<file path="config.mk">
export PLATFORM = sky130hd
export DESIGN_NAME = ser_param_regfile
export DESIGN_NICKNAME = d
export VERILOG_FILES = /design/src/rtl/ser_param_pkg.sv /design/src/rtl/ser_param_shift.sv /design/src/rtl/ser_param_bank.sv /design/src/rtl/ser_param_fields.sv /design/src/rtl/ser_param_regfile.sv
export SDC_FILE = /design/constraint.sdc
export NUM_CORES = 1
export LEC_CHECK = 0
export BUFFER_PORTS_ARGS = -buffer_cell sky130_fd_sc_hd__buf_2
export CORE_MARGIN = 3
export CORE_UTILIZATION = 50
export DETAILED_ROUTE_END_ITERATION = 7
export HOLD_SLACK_MARGIN = 0.1
export PLACE_DENSITY_LB_ADDON = 0.05
export SLEW_MARGIN = 30
export SYNTH_ARGS = -nofsm -noshare
export SYNTH_HDL_FRONTEND = slang
export SYNTH_SLANG_ARGS = --single-unit
export TNS_END_PERCENT = 50
</file>
<file path="constraint.sdc">
create_clock -name clk_i -period 2.9 [get_ports clk_i]
set_clock_uncertainty 0.05 [all_clocks]
set_input_delay 0.145 -clock clk_i [delete_from_list [all_inputs] [get_ports clk_i]]
set_output_delay 0.145 -clock clk_i [all_outputs]
set_load 0.01 [all_outputs]
</file>
<file path="src/rtl/ser_param_pkg.sv">
package ser_param_pkg;
  localparam int ADDR_W  = 3;
  localparam int DATA_W  = 8;
  localparam int NREG    = 1 << ADDR_W;
  localparam int WORD_W  = ADDR_W + DATA_W;
  localparam int CNT_W   = $clog2(WORD_W + 1);
  localparam int EXPO_W  = 2 * DATA_W;

  // register addresses whose contents are decoded into fields
  localparam int A_OFS  = 0;
  localparam int A_MODE = 1;
  localparam int A_EXPH = 2;
  localparam int A_EXPL = 3;
  localparam int A_KP   = 4;
  localparam int A_KM   = 5;
  localparam int A_KX   = 6;
  localparam int A_TUNE = 7;

  typedef logic [DATA_W-1:0] byte_t;

  typedef struct packed {
    logic              edge_excl;
    logic [1:0]        edge_dir;
    logic [4:0]        gain;
    logic [EXPO_W-1:0] expo;
    byte_t             kern_p;
    byte_t             kern_m;
    byte_t             kern_x;
    logic [3:0]        ratio;
    logic              invert;
    logic [2:0]        vref;
    logic [1:0]        zero_cal;
    logic [5:0]        out_ofs;
  } fields_t;
endpackage

</file>
<file path="src/rtl/ser_param_shift.sv">
module ser_param_shift
  import ser_param_pkg::*;
#(
  parameter int AW = ADDR_W,
  parameter int DW = DATA_W
) (
  input  logic          clk_i,
  input  logic          rst_ni,
  input  logic          sdata_i,
  input  logic          load_i,
  output logic          cap_vld_o,
  output logic [AW-1:0] cap_addr_o,
  output logic [DW-1:0] cap_data_o,
  output logic          err_o
);
  localparam int WW   = AW + DW;
  localparam int CW   = $clog2(WW + 1);
  localparam logic [CW-1:0] CNT_FULL = CW'(WW - 1);
  localparam logic [CW-1:0] CNT_SAT  = CW'(WW);

  logic [WW-2:0] sh_q;
  logic [CW-1:0] cnt_q;
  logic [WW-1:0] word;
  logic          full;

  // final bit comes straight from the pin in the strobe cycle
  assign word = {sh_q, sdata_i};
  assign full = (cnt_q == CNT_FULL);

  always_ff @(posedge clk_i or negedge rst_ni) begin
    if (!rst_ni) begin
      sh_q       <= '0;
      cnt_q      <= '0;
      cap_vld_o  <= 1'b0;
      cap_addr_o <= '0;
      cap_data_o <= '0;
      err_o      <= 1'b0;
    end else begin
      cap_vld_o <= load_i & full;
      err_o     <= load_i & ~full;
      if (load_i) begin
        cnt_q      <= '0;
        cap_addr_o <= word[WW-1 -: AW];
        cap_data_o <= word[DW-1:0];
      end else begin
        sh_q <= {sh_q[WW-3:0], sdata_i};
        if (cnt_q != CNT_SAT) cnt_q <= cnt_q + 1'b1;
      end
    end
  end
endmodule

</file>
<file path="src/rtl/ser_param_bank.sv">
module ser_param_bank
  import ser_param_pkg::*;
#(
  parameter int AW = ADDR_W,
  parameter int DW = DATA_W,
  parameter int NR = 1 << AW
) (
  input  logic                  clk_i,
  input  logic                  rst_ni,
  input  logic                  clr_ni,
  input  logic                  cap_vld_i,
  input  logic [AW-1:0]         cap_addr_i,
  input  logic [DW-1:0]         cap_data_i,
  output logic [NR-1:0][DW-1:0] regs_o
);
  for (genvar g = 0; g < NR; g++) begin : g_reg
    // commit on the falling edge after the capturing rising edge
    always_ff @(negedge clk_i or negedge rst_ni) begin
      if (!rst_ni) begin
        regs_o[g] <= '0;
      end else if (!clr_ni) begin
        regs_o[g] <= '0;
      end else if (cap_vld_i && (cap_addr_i == AW'(g))) begin
        regs_o[g] <= cap_data_i;
      end
    end
  end
endmodule

</file>
<file path="src/rtl/ser_param_fields.sv">
module ser_param_fields
  import ser_param_pkg::*;
(
  input  logic [NREG-1:0][DATA_W-1:0] regs_i,
  output fields_t                     fld_o
);
  always_comb begin
    fld_o           = '0;
    fld_o.edge_excl = regs_i[A_MODE][7];
    fld_o.edge_dir  = regs_i[A_MODE][6:5];
    fld_o.gain      = regs_i[A_MODE][4:0];
    fld_o.expo      = {regs_i[A_EXPH], regs_i[A_EXPL]};
    fld_o.kern_p    = regs_i[A_KP];
    fld_o.kern_m    = regs_i[A_KM];
    fld_o.kern_x    = regs_i[A_KX];
    fld_o.ratio     = regs_i[A_TUNE][7:4];
    fld_o.invert    = regs_i[A_TUNE][3];
    fld_o.vref      = regs_i[A_TUNE][2:0];
    fld_o.zero_cal  = regs_i[A_OFS][7:6];
    fld_o.out_ofs   = regs_i[A_OFS][5:0];
  end
endmodule

</file>
<file path="src/rtl/ser_param_regfile.sv">
module ser_param_regfile
  import ser_param_pkg::*;
(
  input  logic              clk_i,
  input  logic              rst_ni,
  input  logic              reg_clr_ni,
  input  logic              sdata_i,
  input  logic              load_i,
  output logic              edge_excl_o,
  output logic [1:0]        edge_dir_o,
  output logic [4:0]        gain_o,
  output logic [EXPO_W-1:0] expo_o,
  output logic [DATA_W-1:0] kern_p_o,
  output logic [DATA_W-1:0] kern_m_o,
  output logic [DATA_W-1:0] kern_x_o,
  output logic [3:0]        ratio_o,
  output logic              invert_o,
  output logic [2:0]        vref_o,
  output logic [1:0]        zero_cal_o,
  output logic [5:0]        out_ofs_o,
  output logic              err_o
);
  logic                        cap_vld;
  logic [ADDR_W-1:0]           cap_addr;
  logic [DATA_W-1:0]           cap_data;
  logic [NREG-1:0][DATA_W-1:0] regs;
  fields_t                     fld;

  ser_param_shift #(.AW(ADDR_W), .DW(DATA_W)) i_shift (
    .clk_i      (clk_i),
    .rst_ni     (rst_ni),
    .sdata_i    (sdata_i),
    .load_i     (load_i),
    .cap_vld_o  (cap_vld),
    .cap_addr_o (cap_addr),
    .cap_data_o (cap_data),
    .err_o      (err_o)
  );

  ser_param_bank #(.AW(ADDR_W), .DW(DATA_W), .NR(NREG)) i_bank (
    .clk_i      (clk_i),
    .rst_ni     (rst_ni),
    .clr_ni     (reg_clr_ni),
    .cap_vld_i  (cap_vld),
    .cap_addr_i (cap_addr),
    .cap_data_i (cap_data),
    .regs_o     (regs)
  );

  ser_param_fields i_fields (
    .regs_i (regs),
    .fld_o  (fld)
  );

  assign edge_excl_o = fld.edge_excl;
  assign edge_dir_o  = fld.edge_dir;
  assign gain_o      = fld.gain;
  assign expo_o      = fld.expo;
  assign kern_p_o    = fld.kern_p;
  assign kern_m_o    = fld.kern_m;
  assign kern_x_o    = fld.kern_x;
  assign ratio_o     = fld.ratio;
  assign invert_o    = fld.invert;
  assign vref_o      = fld.vref;
  assign zero_cal_o  = fld.zero_cal;
  assign out_ofs_o   = fld.out_ofs;
endmodule

</file>
==> results.rst, run 1 <==
.. list-table::
   :header-rows: 1

   * - Metric
     - Value
   * - Result of the run
     - complete, no violations
   * - Antenna cells
     - 0
   * - Final cell count without fillers
     - just over 500
   * - Worst-case clock buffer depth
     - 2
   * - Nature of the critical path startpoint
     - flop
   * - Number of design-rule violations left by the first detailed-router iteration
     - roughly 150
   * - Class of the tightest hold or removal check
     - in2reg
   * - Worst slew margin
     - between 60% and 70%
   * - Most frequent cells after synthesis
     - 82 x sky130_fd_sc_hd__nand2_1, 64 x sky130_fd_sc_hd__dfrtn_1, 64 x sky130_fd_sc_hd__mux2i_1, 27 x sky130_fd_sc_hd__dfrtp_1, 23 x sky130_fd_sc_hd__inv_1
   * - Clock-pin slew on the worst setup and hold paths
     - 80 ps
   * - Layout overhead on the synthesized area
     - 19.22%
   * - Max Slew Vio Count
     - 0
   * - Number of endpoints with negative hold slack in the final report
     - 0
   * - Total Wirelength
     - 7886 um
   * - Library cell with the largest summed area after synthesis
     - sky130_fd_sc_hd__dfrtn_1
   * - Multiplexer share of the synthesized area
     - 18.32%
   * - Netlist cell types
     - 26
   * - Die outline area
     - ~8600 um^2
   * - Number of I/O port buffers
     - 69
   * - Post-Synthesis Cell Area
     - around 3700 um^2
   * - Average via count per standard cell
     - 5.057
   * - Worst reg2reg path endpoint
     - i_bank.regs_o[3]$_DFFE_NN0P_
   * - Mean cell area of the mapped netlist
     - 11.37 um^2
   * - Share of the synthesized netlist area taken by xor and xnor gates
     - 0%
   * - Maximum number of pins on one net before global-route repair
     - 41
   * - Worst hold path depth
     - 3
   * - Post-synthesis net count
     - ~340
   * - Synthesized-area fraction occupied by ao, oa, aoi and oai cells
     - a little under 3%
   * - Post-synth top area share
     - a little over two fifths
   * - EDFF count, synth
     - 0
   * - Yosys Warn Count
     - 0
   * - Fin Setup TNS
     - 0 ps
   * - Fraction of final layout cells with drive strength greater than 1
     - about a quarter
   * - Nets@finish
     - about 410
   * - Cell Rows
     - 30
   * - Most frequent cell after synthesis
     - sky130_fd_sc_hd__nand2_1
   * - Power Density
     - about 520 nW/um^2
   * - Number of antenna violations at the first check in global routing
     - 0
   * - Startpoint of the most critical register-to-register path
     - i_shift.cap_addr_o[0]$_DFFE_PN0P_
   * - CP max FO
     - 8
   * - Routed wirelength normalized by instance count
     - roughly 16 um
   * - Hold path start
     - load_i
   * - Total overflow reported by the global router
     - 0
   * - Clock latency at the later pin of the worst-skew pair
     - between 300 and 400 ps
   * - RSZ-0062 raised after global routing
     - no
   * - Buffer cell driving the clock tree root
     - sky130_fd_sc_hd__clkbuf_8
   * - Post-synthesis simple-gate area fraction
     - between 10% and 20%
   * - # DRC
     - 0
   * - Seq/Total Area, Yosys
     - 60.85%
   * - Vert. Die Dim
     - a little over 90 um
   * - Ranking of synthesized cells by area
     - sky130_fd_sc_hd__dfrtn_1 43%, sky130_fd_sc_hd__dfrtp_1 18%, sky130_fd_sc_hd__mux2i_1 17%
   * - Core Region
     - ~7000 um^2
   * - Slew of the pin with the lowest slew margin
     - ~550 ps
   * - Effective utilization at floorplan
     - a little over half
   * - Clock tree from TritonCTS
     - built
   * - Endpoint required time on the critical path
     - around 1600 ps
   * - Post-synthesis async set-or-reset flop share
     - 100.0%
   * - Via count of the first global-routing pass
     - 2435
   * - Global-route wire length before repair
     - ~13000 um
   * - Number of cells on the worst reg-to-reg path
     - 2
   * - All-layer global routing usage
     - roughly 19%
   * - Detail Placement HPWL
     - about 5300 um
   * - H-tree lvl count
     - 3
   * - Total iterations of the first detailed-routing run
     - 6
   * - Number of nets with antenna violations after routing
     - 0
   * - End point of the most critical hold path
     - i_shift.err_o$_DFF_PN0_
   * - Fillers
     - about 620
   * - Adder-cell share of the synthesized area
     - 0.6687%
   * - Top-Level Pins
     - 70
   * - Number of register bits inferred by synthesis
     - 91
   * - Total clock buffers created by CTS
     - 9
   * - Sort of element at the end of the critical path
     - flop
   * - Routability congestion estimate
     - ~0.72
   * - Vias post-DR
     - ~2600
   * - Total of endpoints with negative setup slack in the final report
     - 0
   * - Primary flip-flop cell chosen by synthesis mapping
     - sky130_fd_sc_hd__dfrtn_1
   * - Path type of the worst setup path
     - reg2reg
   * - R2r setup slk
     - 50 ps
   * - Post-placement cell count
     - slightly below 500
   * - Endpoint arrival time on the critical path
     - about 1500 ps
   * - Post-Route Utilization
     - 63.57%
   * - Die width
     - just over 90 um
   * - # clock sinks
     - between 90 and 100
   * - Leakage power
     - between 2 and 3 nW
   * - Count of max-cap constraint violations
     - 0
   * - IR Drop Worst-Case VDD
     - 340.4 uV
   * - Post-Synthesis Cells
     - around 330
   * - Dominant combinational cell family by area after synthesis
     - multiplexers
==> routing by layer <==
layer | GRT usage (%) | part of all wire (%) | vias to the layer above
li1 | - | - | 1232
met1 | 26.65 | 46 | 1266
met2 | 31.48 | 49 | 56
met3 | 3.168 | 4.0 | 10
met4 | 6.807 | 1.2 | 0
met5 | 0 | 0 | -
==> cell usage in the layout (no fill, tap or decap), drive strengths merged, types with 2 or more instances in the layout <==
cell type / count
clkbuf: 11
dfrtn: 64
dlygate4sd3: 2
inv: 24
nor2: 3
o21ai: 20
nand4b: 3
dfrtp: 27
ha: 2
mux2: 4
clkinv: 3
nand2: 82
nand4bb: 2
buf: 86
mux2i: 64
nor2b: 3
==> worst max-delay path by stage <==
| stage | start | endpoint | slack [ps] | cells after the start |
|---|---|---|---|---|
| 2_1_floorplan | i_shift.cap_addr_o[2]$_DFFE_PN0P_ | i_bank.regs_o[6]$_DFFE_NN0P_ | -20 | 4 |
| 5_1_grt | i_shift.cap_addr_o[1]$_DFFE_PN0P_ | i_bank.regs_o[35]$_DFFE_NN0P_ | 2 | 4 |
| 3_3_place_gp | i_shift.cap_addr_o[2]$_DFFE_PN0P_ | i_bank.regs_o[3]$_DFFE_NN0P_ | 70 | 2 |
| 3_5_place_dp | i_shift.cap_addr_o[2]$_DFFE_PN0P_ | i_bank.regs_o[3]$_DFFE_NN0P_ | 50 | 2 |
| 4_1_cts | i_shift.cap_addr_o[2]$_DFFE_PN0P_ | i_bank.regs_o[3]$_DFFE_NN0P_ | 20 | 2 |
| 6_report | i_shift.cap_addr_o[0]$_DFFE_PN0P_ | i_bank.regs_o[3]$_DFFE_NN0P_ | 50 | 2 |
==> sequential cells by signal (all words and copies together) (netlist names) <==
register / count
i_bank.regs_o: 64
i_shift.cap_addr_o: 3
i_shift.cap_data_o: 8
i_shift.cap_vld_o: 1
i_shift.cnt_q: 4
i_shift.err_o: 1
i_shift.sh_q: 10
==> kinds of logic (layout without fill, tap and decap cells) <==
family,after synthesis,count (layout)
mux,68,68
fa+ha+maj,2,2
simple gates,101,101
buf+inv,45,127
compound gates,22,22
flops,91,91
==> metrics by stage <==
step | area, um^2 | total power [mW] | hold WS, ps | worst slack, ps
2_1_floorplan | 3749 | 1.462 | -200.6 | -23.53
3_3_place_gp | 4254 | 1.537 | 344.6 | 69.88
3_5_place_dp | 4254 | 1.542 | 354.1 | 49.14
4_1_cts | 4462 | 2.346 | 218.9 | 18.53
5_1_grt | 4462 | 2.420 | 281.0 | 1.702
6_report | 4462 | 2.324 | 227.5 | 45.43
==> final cells by class <==
class	instances	area [um^2]	share of cell area, %
clock buffers	11	151.4	3.393
clock inverters	5	36.28	0.8132
inverters	23	86.33	1.935
multi-input cells	193	1282	28.74
flip-flops and latches	91	2277	51.04
well taps	96	120.1	2.692
repair buffers	88	508.0	11.39
==> power by group <==
group	switching [mW]	total, mW	internal (mW)
Combinational	0.120	0.175	0.0558
Clock	0.446	0.807	0.361
Sequential	0.0237	1.34	1.32
Total	0.589	2.32	1.73
==> worst max-delay path, cell delays in order (launching register included) <==
cell and delay (ps):
sky130_fd_sc_hd__dfrtp_1 380, sky130_fd_sc_hd__or4b_4 630, sky130_fd_sc_hd__mux2i_1 150
==> repair_timing <==
action | in CTS | in global routing
setup endpoints to repair | 0 | 5
buffers inserted | 0 | 0
gates resized for setup | 0 | 0
endpoints found under the hold margin | 7 | 0
hold buffers | 2 | 0
Note: power is estimated with default switching activity, not from simulation.
==> inputs of run 2 (changes only) <==
Settings changed: BUFFER_PORTS_ARGS -buffer_cell sky130_fd_sc_hd__buf_2 to default, DONT_BUFFER_PORTS from default to 1.
==> run 2 against run 1 <==
Compared with the run above:
- non-clock buffer count down 73
- cell area down 8.7%
- highest routed layer unchanged
- critical path depth unchanged
- die area unchanged
- hold slack better by 9.8 ps
- register-to-register slack about the same
==> results.rst, run 2 (synthesis results as in run 1) <==
.. list-table::
   :header-rows: 1

   * - Metric
     - Value
   * - Result of the run
     - complete, no violations
   * - Post-placement cell count
     - 414 (-15%)
   * - Average via count per standard cell
     - 5.257 (+3.9%)
   * - Die width
     - 92.52 um (unchanged)
   * - Worst hold margin
     - 237.2 ps (+9.761 ps)
   * - Number of nets with antenna violations after routing
     - 0 (unchanged)
   * - Fraction of power consumed by the clock network
     - 33.5% (-1.2 points)
   * - Leakage power
     - 2.203 nW (-16%)
   * - Class of the tightest hold or removal check
     - in2reg
   * - Path type of the worst setup path
     - reg2reg
   * - Worst slew margin
     - 63.46% (+0.13 points)
   * - Post-Route Utilization
     - 58.02% (-5.5 points)
   * - Layout overhead on the synthesized area
     - 8.827%
   * - Largest register FFs
     - 64 (unchanged)
   * - Final instance area
     - 4073 um^2 (-8.7%)
   * - Number of I/O port buffers
     - 0 (-100%)
   * - Leading cell types in the layout, fill and taps excluded
     - 82 x sky130_fd_sc_hd__nand2_1, 64 x sky130_fd_sc_hd__dfrtn_1, 63 x sky130_fd_sc_hd__mux2i_1, 27 x sky130_fd_sc_hd__dfrtp_1, 23 x sky130_fd_sc_hd__inv_1
   * - Number of cells on the worst reg-to-reg path
     - 2 (unchanged)
   * - Largest Register
     - i_bank.regs_o
   * - Final cell count without fillers
     - 432 (-15%)
   * - Clock-pin slew on the worst setup and hold paths
     - 80 ps (about the same)
   * - Detail Placement HPWL
     - 4746 um (-10%)
   * - Routability congestion estimate
     - 0.7002 (-2.2%)
   * - Slack of the critical path
     - 45.21 ps (-0.2284 ps)
   * - Fillers
     - 625 (+1.3%)
   * - Slew of the pin with the lowest slew margin
     - 548.1 ps (-1.972 ps)
   * - Leading cell type in the layout, fill and taps excluded
     - sky130_fd_sc_hd__nand2_1
   * - Count of max-cap constraint violations
     - 0 (unchanged)
   * - Total Wirelength
     - 7592 um (-3.7%)
   * - Nature of the critical path startpoint
     - flop
   * - # clock sinks
     - 91 (unchanged)
   * - Vias post-DR
     - 2271 (-11%)
   * - Effective utilization at floorplan
     - 53.32% (unchanged)
   * - Registers with the highest flip-flop counts
     - i_bank.regs_o: 64 flops, i_shift.sh_q: 10 flops, i_shift.cap_data_o: 8 flops
   * - Core Region
     - 7019 um^2 (unchanged)
   * - Fin Setup TNS
     - 0 ps (unchanged)
   * - CP max FO
     - 8 (unchanged)
   * - Number of antenna violations at the first check in global routing
     - 0 (unchanged)
   * - Global-route wire length before repair
     - 12390 um (-3.5%)
   * - H-tree lvl count
     - 3 (unchanged)
   * - Routed metal-1 wirelength
     - 3295 um (-9.5%)
   * - Total of endpoints with negative setup slack in the final report
     - 0 (unchanged)
   * - Clock latency at the later pin of the worst-skew pair
     - 340 ps (about the same)
   * - Total overflow reported by the global router
     - 0 (unchanged)
   * - Number of endpoints with negative hold slack in the final report
     - 0 (unchanged)
   * - Power Density
     - 546.3 nW/um^2 (+4.9%)
   * - Via count of the first global-routing pass
     - 2196 (-9.8%)
   * - Internal Pwr Total
     - 1.719 mW (-0.88%)
   * - Die outline area
     - 8559 um^2 (unchanged)
   * - Wire length on met3
     - 487 um (+55%)
   * - Endpoint required time on the critical path
     - 1550 ps (about the same)
   * - Sort of element at the end of the critical path
     - flop
   * - Combinational share of power
     - 6.1% (-1.4 points)
   * - Number of design-rule violations left by the first detailed-router iteration
     - 117 (-20%)
   * - # DRC
     - 0 (unchanged)
   * - Worst slack at placement
     - 63.20 ps (+14.07 ps)
   * - Worst-case clock buffer depth
     - 2 (unchanged)
   * - Nets@finish
     - 340 (-18%)
   * - Switching power total
     - 0.5061 mW (-14%)
   * - IR Drop Worst-Case VDD
     - 269.3 uV (-21%)
   * - Top-Level Pins
     - 70 (unchanged)
   * - Total clock buffers created by CTS
     - 9 (unchanged)
   * - Fraction of final layout cells with drive strength greater than 1
     - 9.524% (-17 points)
   * - Antenna cells
     - 0 (unchanged)
   * - Power consumption
     - 2.225 mW (-4.2%)
   * - Clock tree from TritonCTS
     - built
   * - Worst hold path depth
     - 3 (unchanged)
   * - Power share of the sequential group
     - 60.4% (+2.7 points)
   * - Total iterations of the first detailed-routing run
     - 4 (-2)
   * - Uppermost signal routing layer after detailed routing
     - met4
   * - Number of post-CTS setup repair buffers
     - 0 (unchanged)
   * - Buffer cell driving the clock tree root
     - sky130_fd_sc_hd__clkbuf_8
   * - Cell Rows
     - 30 (unchanged)
   * - Vert. Die Dim
     - 92.52 um (unchanged)
   * - All-layer global routing usage
     - 18.88% (-0.55 points)
   * - WL met2
     - 3664 um (-4.4%)
   * - RSZ-0062 raised after global routing
     - yes
   * - Switching power share of the total
     - 22.74% (-2.6 points)
   * - Endpoint arrival time on the critical path
     - 1510 ps (about the same)
   * - Maximum number of pins on one net before global-route repair
     - 73 (+78%)
   * - Max Slew Vio Count
     - 0 (unchanged)
   * - Routed wirelength normalized by instance count
     - 17.57 um (+13%)
   * - Instance area at placement
     - 3849 um^2 (-9.5%)
## run 2: changes by cell type in the layout (fill, tap and decap cells not counted), sizes merged
| cell | delta |
|---|---|
| buf | -73 |
| clkbuf | +3 |
| clkinv | -3 |
| clkinvlp | -1 |
| inv | -1 |
## run 2: metal layers
layer	global-route usage, %	vias to the layer above
met1	25.85	1128
met5	0	-
met3	5.118	10
li1	-	1083
met4	6.807	0
met2	29.00	50
## run 2: power by group through the flow
| stage | logic, mW | registers [mW] | clock network [mW] |
|---|---|---|---|
| floorplan | 0.102 | 1.36 | 0 |
| global placement | 0.114 | 1.37 | 0 |
| detailed placement | 0.116 | 1.37 | 0 |
| CTS | 0.137 | 1.34 | 0.771 |
| global route | 0.158 | 1.35 | 0.819 |
| finish | 0.137 | 1.34 | 0.745 |
## run 2: cell type report
type                       count  area [um^2]  share of cell area [%]
timing repair buffer          15        131.4                   3.226
tap                           96        120.1                   2.949
clock buffer                  14        162.7                   3.994
multi-input combinational    193         1295                   31.80
inverter                      23        86.33                   2.120
sequential                    91         2277                   55.91
## run 2: what timing repair did
| item | in CTS | in global routing |
|---|---|---|
| resized for setup | 0 | 3 |
| endpoints found under the setup margin | 0 | 9 |
| hold buffers | 4 | 0 |
| hold endpoints to repair | 54 | 0 |
## run 2: final timing paths
path	start	to	slack, ps
worst min register to register	i_shift.sh_q[9]$_DFFE_PN0N_	i_shift.cap_addr_o[2]$_DFFE_PN0P_	440
worst min-delay path	load_i	i_shift.err_o$_DFF_PN0_	240
min in group asynchronous	rst_ni	i_shift.cap_data_o[6]$_DFFE_PN0P_	270
worst max register to register	i_shift.cap_addr_o[2]$_DFFE_PN0P_	i_bank.regs_o[1]$_DFFE_NN0P_	50
max in group asynchronous	rst_ni	i_bank.regs_o[47]$_DFFE_NN0P_	1870
worst max-delay path	i_shift.cap_addr_o[2]$_DFFE_PN0P_	i_bank.regs_o[1]$_DFFE_NN0P_	50
## run 2: worst max-delay path: stages, from the launching register on
cell,delay [ps]
sky130_fd_sc_hd__dfrtp_1,380
sky130_fd_sc_hd__or4b_4,630
sky130_fd_sc_hd__mux2i_1,160
==> inputs of run 3 (changes only) <==
Settings changed: CORE_ASPECT_RATIO from default to 1.4.
==> run 3 against run 2 <==
Compared with the run above:
- utilization shrank 0.43 points
- count of clock-buffer cells in the layout shrank 1
- flip-flop and latch count is the same
- critical path depth is the same
- clock power grew 7.5%
- sequential power is essentially flat
- register-to-register slack is essentially flat
- power grew 2.5%
- routed wire length shrank 2.3%
- critical endpoint is now i_bank.regs_o[0]$_DFFE_NN0P_
- largest cell class unchanged
- largest power group unchanged
==> results.rst, run 3 (synthesis results as in run 1) <==
.. list-table::
   :header-rows: 1

   * - Metric
     - Value
   * - Result of the run
     - complete, no violations
   * - Largest Register
     - i_bank.regs_o
   * - Registers with the highest flip-flop counts
     - i_bank.regs_o: 64 flops, i_shift.sh_q: 10 flops, i_shift.cap_data_o: 8 flops
   * - Endpoint arrival time on the critical path
     - 1520 ps (about the same)
   * - Endpoint required time on the critical path
     - 1560 ps (about the same)
   * - Slack of the critical path
     - 45.26 ps (+0.05690 ps)
   * - Fillers
     - 646 (+3.4%)
   * - Sort of element at the end of the critical path
     - flop
   * - # DRC
     - 0 (unchanged)
   * - Via count of the first global-routing pass
     - 2314 (+5.4%)
   * - Cell Rows
     - 36 (+20%)
   * - Total overflow reported by the global router
     - 0 (unchanged)
   * - Number of cells on the worst reg-to-reg path
     - 2 (unchanged)
   * - Critical-path top delay cell
     - sky130_fd_sc_hd__or4b_4
   * - Max incr delay on CP
     - 630 ps (about the same)
   * - Routed wirelength normalized by instance count
     - 17.12 um (-2.6%)
   * - Slew of the pin with the lowest slew margin
     - 554.5 ps (+6.311 ps)
   * - Total of endpoints with negative setup slack in the final report
     - 0 (unchanged)
   * - Total Wirelength
     - 7415 um (-2.3%)
   * - Instance count on the critical path
     - 2 (unchanged)
   * - Number of nets with antenna violations after routing
     - 0 (unchanged)
   * - Global-route wire length before repair
     - 12360 um (-0.23%)
   * - Total clock buffers created by CTS
     - 9 (unchanged)
   * - Die outline area
     - 8573 um^2 (+0.17%)
   * - Leading cell type in the layout, fill and taps excluded
     - sky130_fd_sc_hd__nand2_1
   * - Worst path buffer plus inverter count
     - 0 (unchanged)
   * - Vias post-DR
     - 2248 (-1.0%)
   * - Vert. Die Dim
     - 108.4 um (+17%)
   * - IR Drop Worst-Case VDD
     - 306.4 uV (+14%)
   * - Maximum number of pins on one net before global-route repair
     - 73 (unchanged)
   * - Detail Placement HPWL
     - 4683 um (-1.3%)
   * - Power Density
     - 556.4 nW/um^2 (+1.8%)
   * - Launch point of the critical path
     - i_shift.cap_addr_o[2]$_DFFE_PN0P_
   * - Worst hold margin
     - 193.6 ps (-43.66 ps)
   * - Top-Level Pins
     - 70 (unchanged)
   * - Clock latency at the later pin of the worst-skew pair
     - 350 ps (about the same)
   * - Effective utilization at floorplan
     - 52.58% (-0.73 points)
   * - Power consumption
     - 2.281 mW (+2.5%)
   * - Die width
     - 79.12 um (-14%)
   * - Number of I/O port buffers
     - 0 (unchanged)
   * - Worst-case clock buffer depth
     - 2 (unchanged)
   * - Worst reg2reg path endpoint
     - i_bank.regs_o[0]$_DFFE_NN0P_
   * - Buffer cell driving the clock tree root
     - sky130_fd_sc_hd__clkbuf_8
   * - Largest register FFs
     - 64 (unchanged)
   * - R2r setup slk
     - 50 ps (about the same)
   * - RSZ-0062 raised after global routing
     - yes
   * - Number of post-CTS setup repair buffers
     - 0 (unchanged)
   * - Leakage power
     - 2.215 nW (+0.54%)
   * - Last element of the critical path
     - i_bank.regs_o[0]$_DFFE_NN0P_
   * - Worst slew margin
     - 63.04% (-0.42 points)
   * - Number of design-rule violations left by the first detailed-router iteration
     - 212 (+81%)
   * - Average via count per standard cell
     - 5.192 (-1.2%)
   * - H-tree lvl count
     - 3 (unchanged)
   * - Worst slack at placement
     - 65.79 ps (+2.585 ps)
   * - Startpoint of the most critical register-to-register path
     - i_shift.cap_addr_o[2]$_DFFE_PN0P_
   * - Path type of the worst setup path
     - reg2reg
   * - Layout overhead on the synthesized area
     - 9.529%
   * - # clock sinks
     - 91 (unchanged)
   * - CP max FO
     - 8 (unchanged)
   * - Worst path top cell family by delay
     - simple AND/OR/NAND/NOR gates
   * - Clock-pin slew on the worst setup and hold paths
     - 80 ps (about the same)
   * - Number of antenna violations at the first check in global routing
     - 0 (unchanged)
   * - All-layer global routing usage
     - 18.98% (+0.098 points)
   * - CP Cell Sequence
     - or4b_4 -> mux2i_1
   * - Nature of the critical path startpoint
     - flop
   * - Count of max-cap constraint violations
     - 0 (unchanged)
   * - Leading cell types in the layout, fill and taps excluded
     - 82 x sky130_fd_sc_hd__nand2_1, 64 x sky130_fd_sc_hd__mux2i_1, 64 x sky130_fd_sc_hd__dfrtn_1, 27 x sky130_fd_sc_hd__dfrtp_1, 23 x sky130_fd_sc_hd__inv_1
   * - Max Slew Vio Count
     - 0 (unchanged)
   * - Number of endpoints with negative hold slack in the final report
     - 0 (unchanged)
   * - Nets@finish
     - 340 (unchanged)
   * - Routability congestion estimate
     - 0.7051 (+0.70%)
   * - Clock tree from TritonCTS
     - built
   * - Fraction of final layout cells with drive strength greater than 1
     - 10.36% (+0.83 points)
   * - Antenna cells
     - 0 (unchanged)
   * - Core Region
     - 7117 um^2 (+1.4%)
   * - Total iterations of the first detailed-routing run
     - 4 (unchanged)
   * - Class of the tightest hold or removal check
     - in2async
[run 3: how the worst min path moves through the flow]
stage                                        endpoint  slack [ps]  cells after the start
floorplan           i_shift.cap_addr_o[0]$_DFFE_PN0P_        -200                      0
global placement    i_shift.cap_data_o[4]$_DFFE_PN0P_        -200                      0
detailed placement  i_shift.cap_data_o[3]$_DFFE_PN0P_        -200                      0
CTS                 i_shift.cap_data_o[3]$_DFFE_PN0P_         190                      2
global route              i_shift.sh_q[2]$_DFFE_PN0N_         200                      2
finish              i_shift.cap_data_o[3]$_DFFE_PN0P_         190                      2
[run 3: routing by layer]
layer / track usage [%] / vias to the layer above / wire [um]
met5: 0 / - / 0
met4: 8.108 / 0 / 121
met3: 4.833 / 10 / 416
met2: 30.60 / 43 / 3678
met1: 24.28 / 1118 / 3199
li1: - / 1077 / -
[run 3: report_power, final]
group / switching, mW / internal (mW) / leakage (nW) / total, mW
registers: 0.0242 / 1.32 / 1.24 / 1.34
clock network: 0.419 / 0.383 / 0.0956 / 0.801
logic: 0.0846 / 0.0525 / 0.875 / 0.137
[run 3: what timing repair did]
item                                    4_1_cts  5_1_grt
resized for setup                             0        3
endpoints found under the setup margin        0       15
hold buffers                                  4        0
endpoints found under the hold margin        54        0
[run 3: metrics by stage]
| stage | TNS, ps | utilization [%] | instance area [um^2] | cells |
|---|---|---|---|---|
| global route | -115.4 | 57.59 | 4099 | 433 |
| detailed placement | 0 | 54.06 | 3847 | 413 |
| finish | 0 | 57.59 | 4099 | 433 |
| CTS | 0 | 57.44 | 4088 | 433 |
| global placement | 0 | 54.06 | 3847 | 413 |
| floorplan | -188.2 | - | 3749 | 329 |
[run 3: layout make-up]
class	instances	area (um^2)	area share, %
Sequential cell	91	2277	55.56
Clock inverter	3	21.27	0.5189
Multi-Input combinational cell	193	1291	31.50
Clock buffer	13	168.9	4.121
Inverter	23	86.33	2.106
Tap cell	95	118.9	2.900
Timing Repair Buffer	15	135.1	3.297
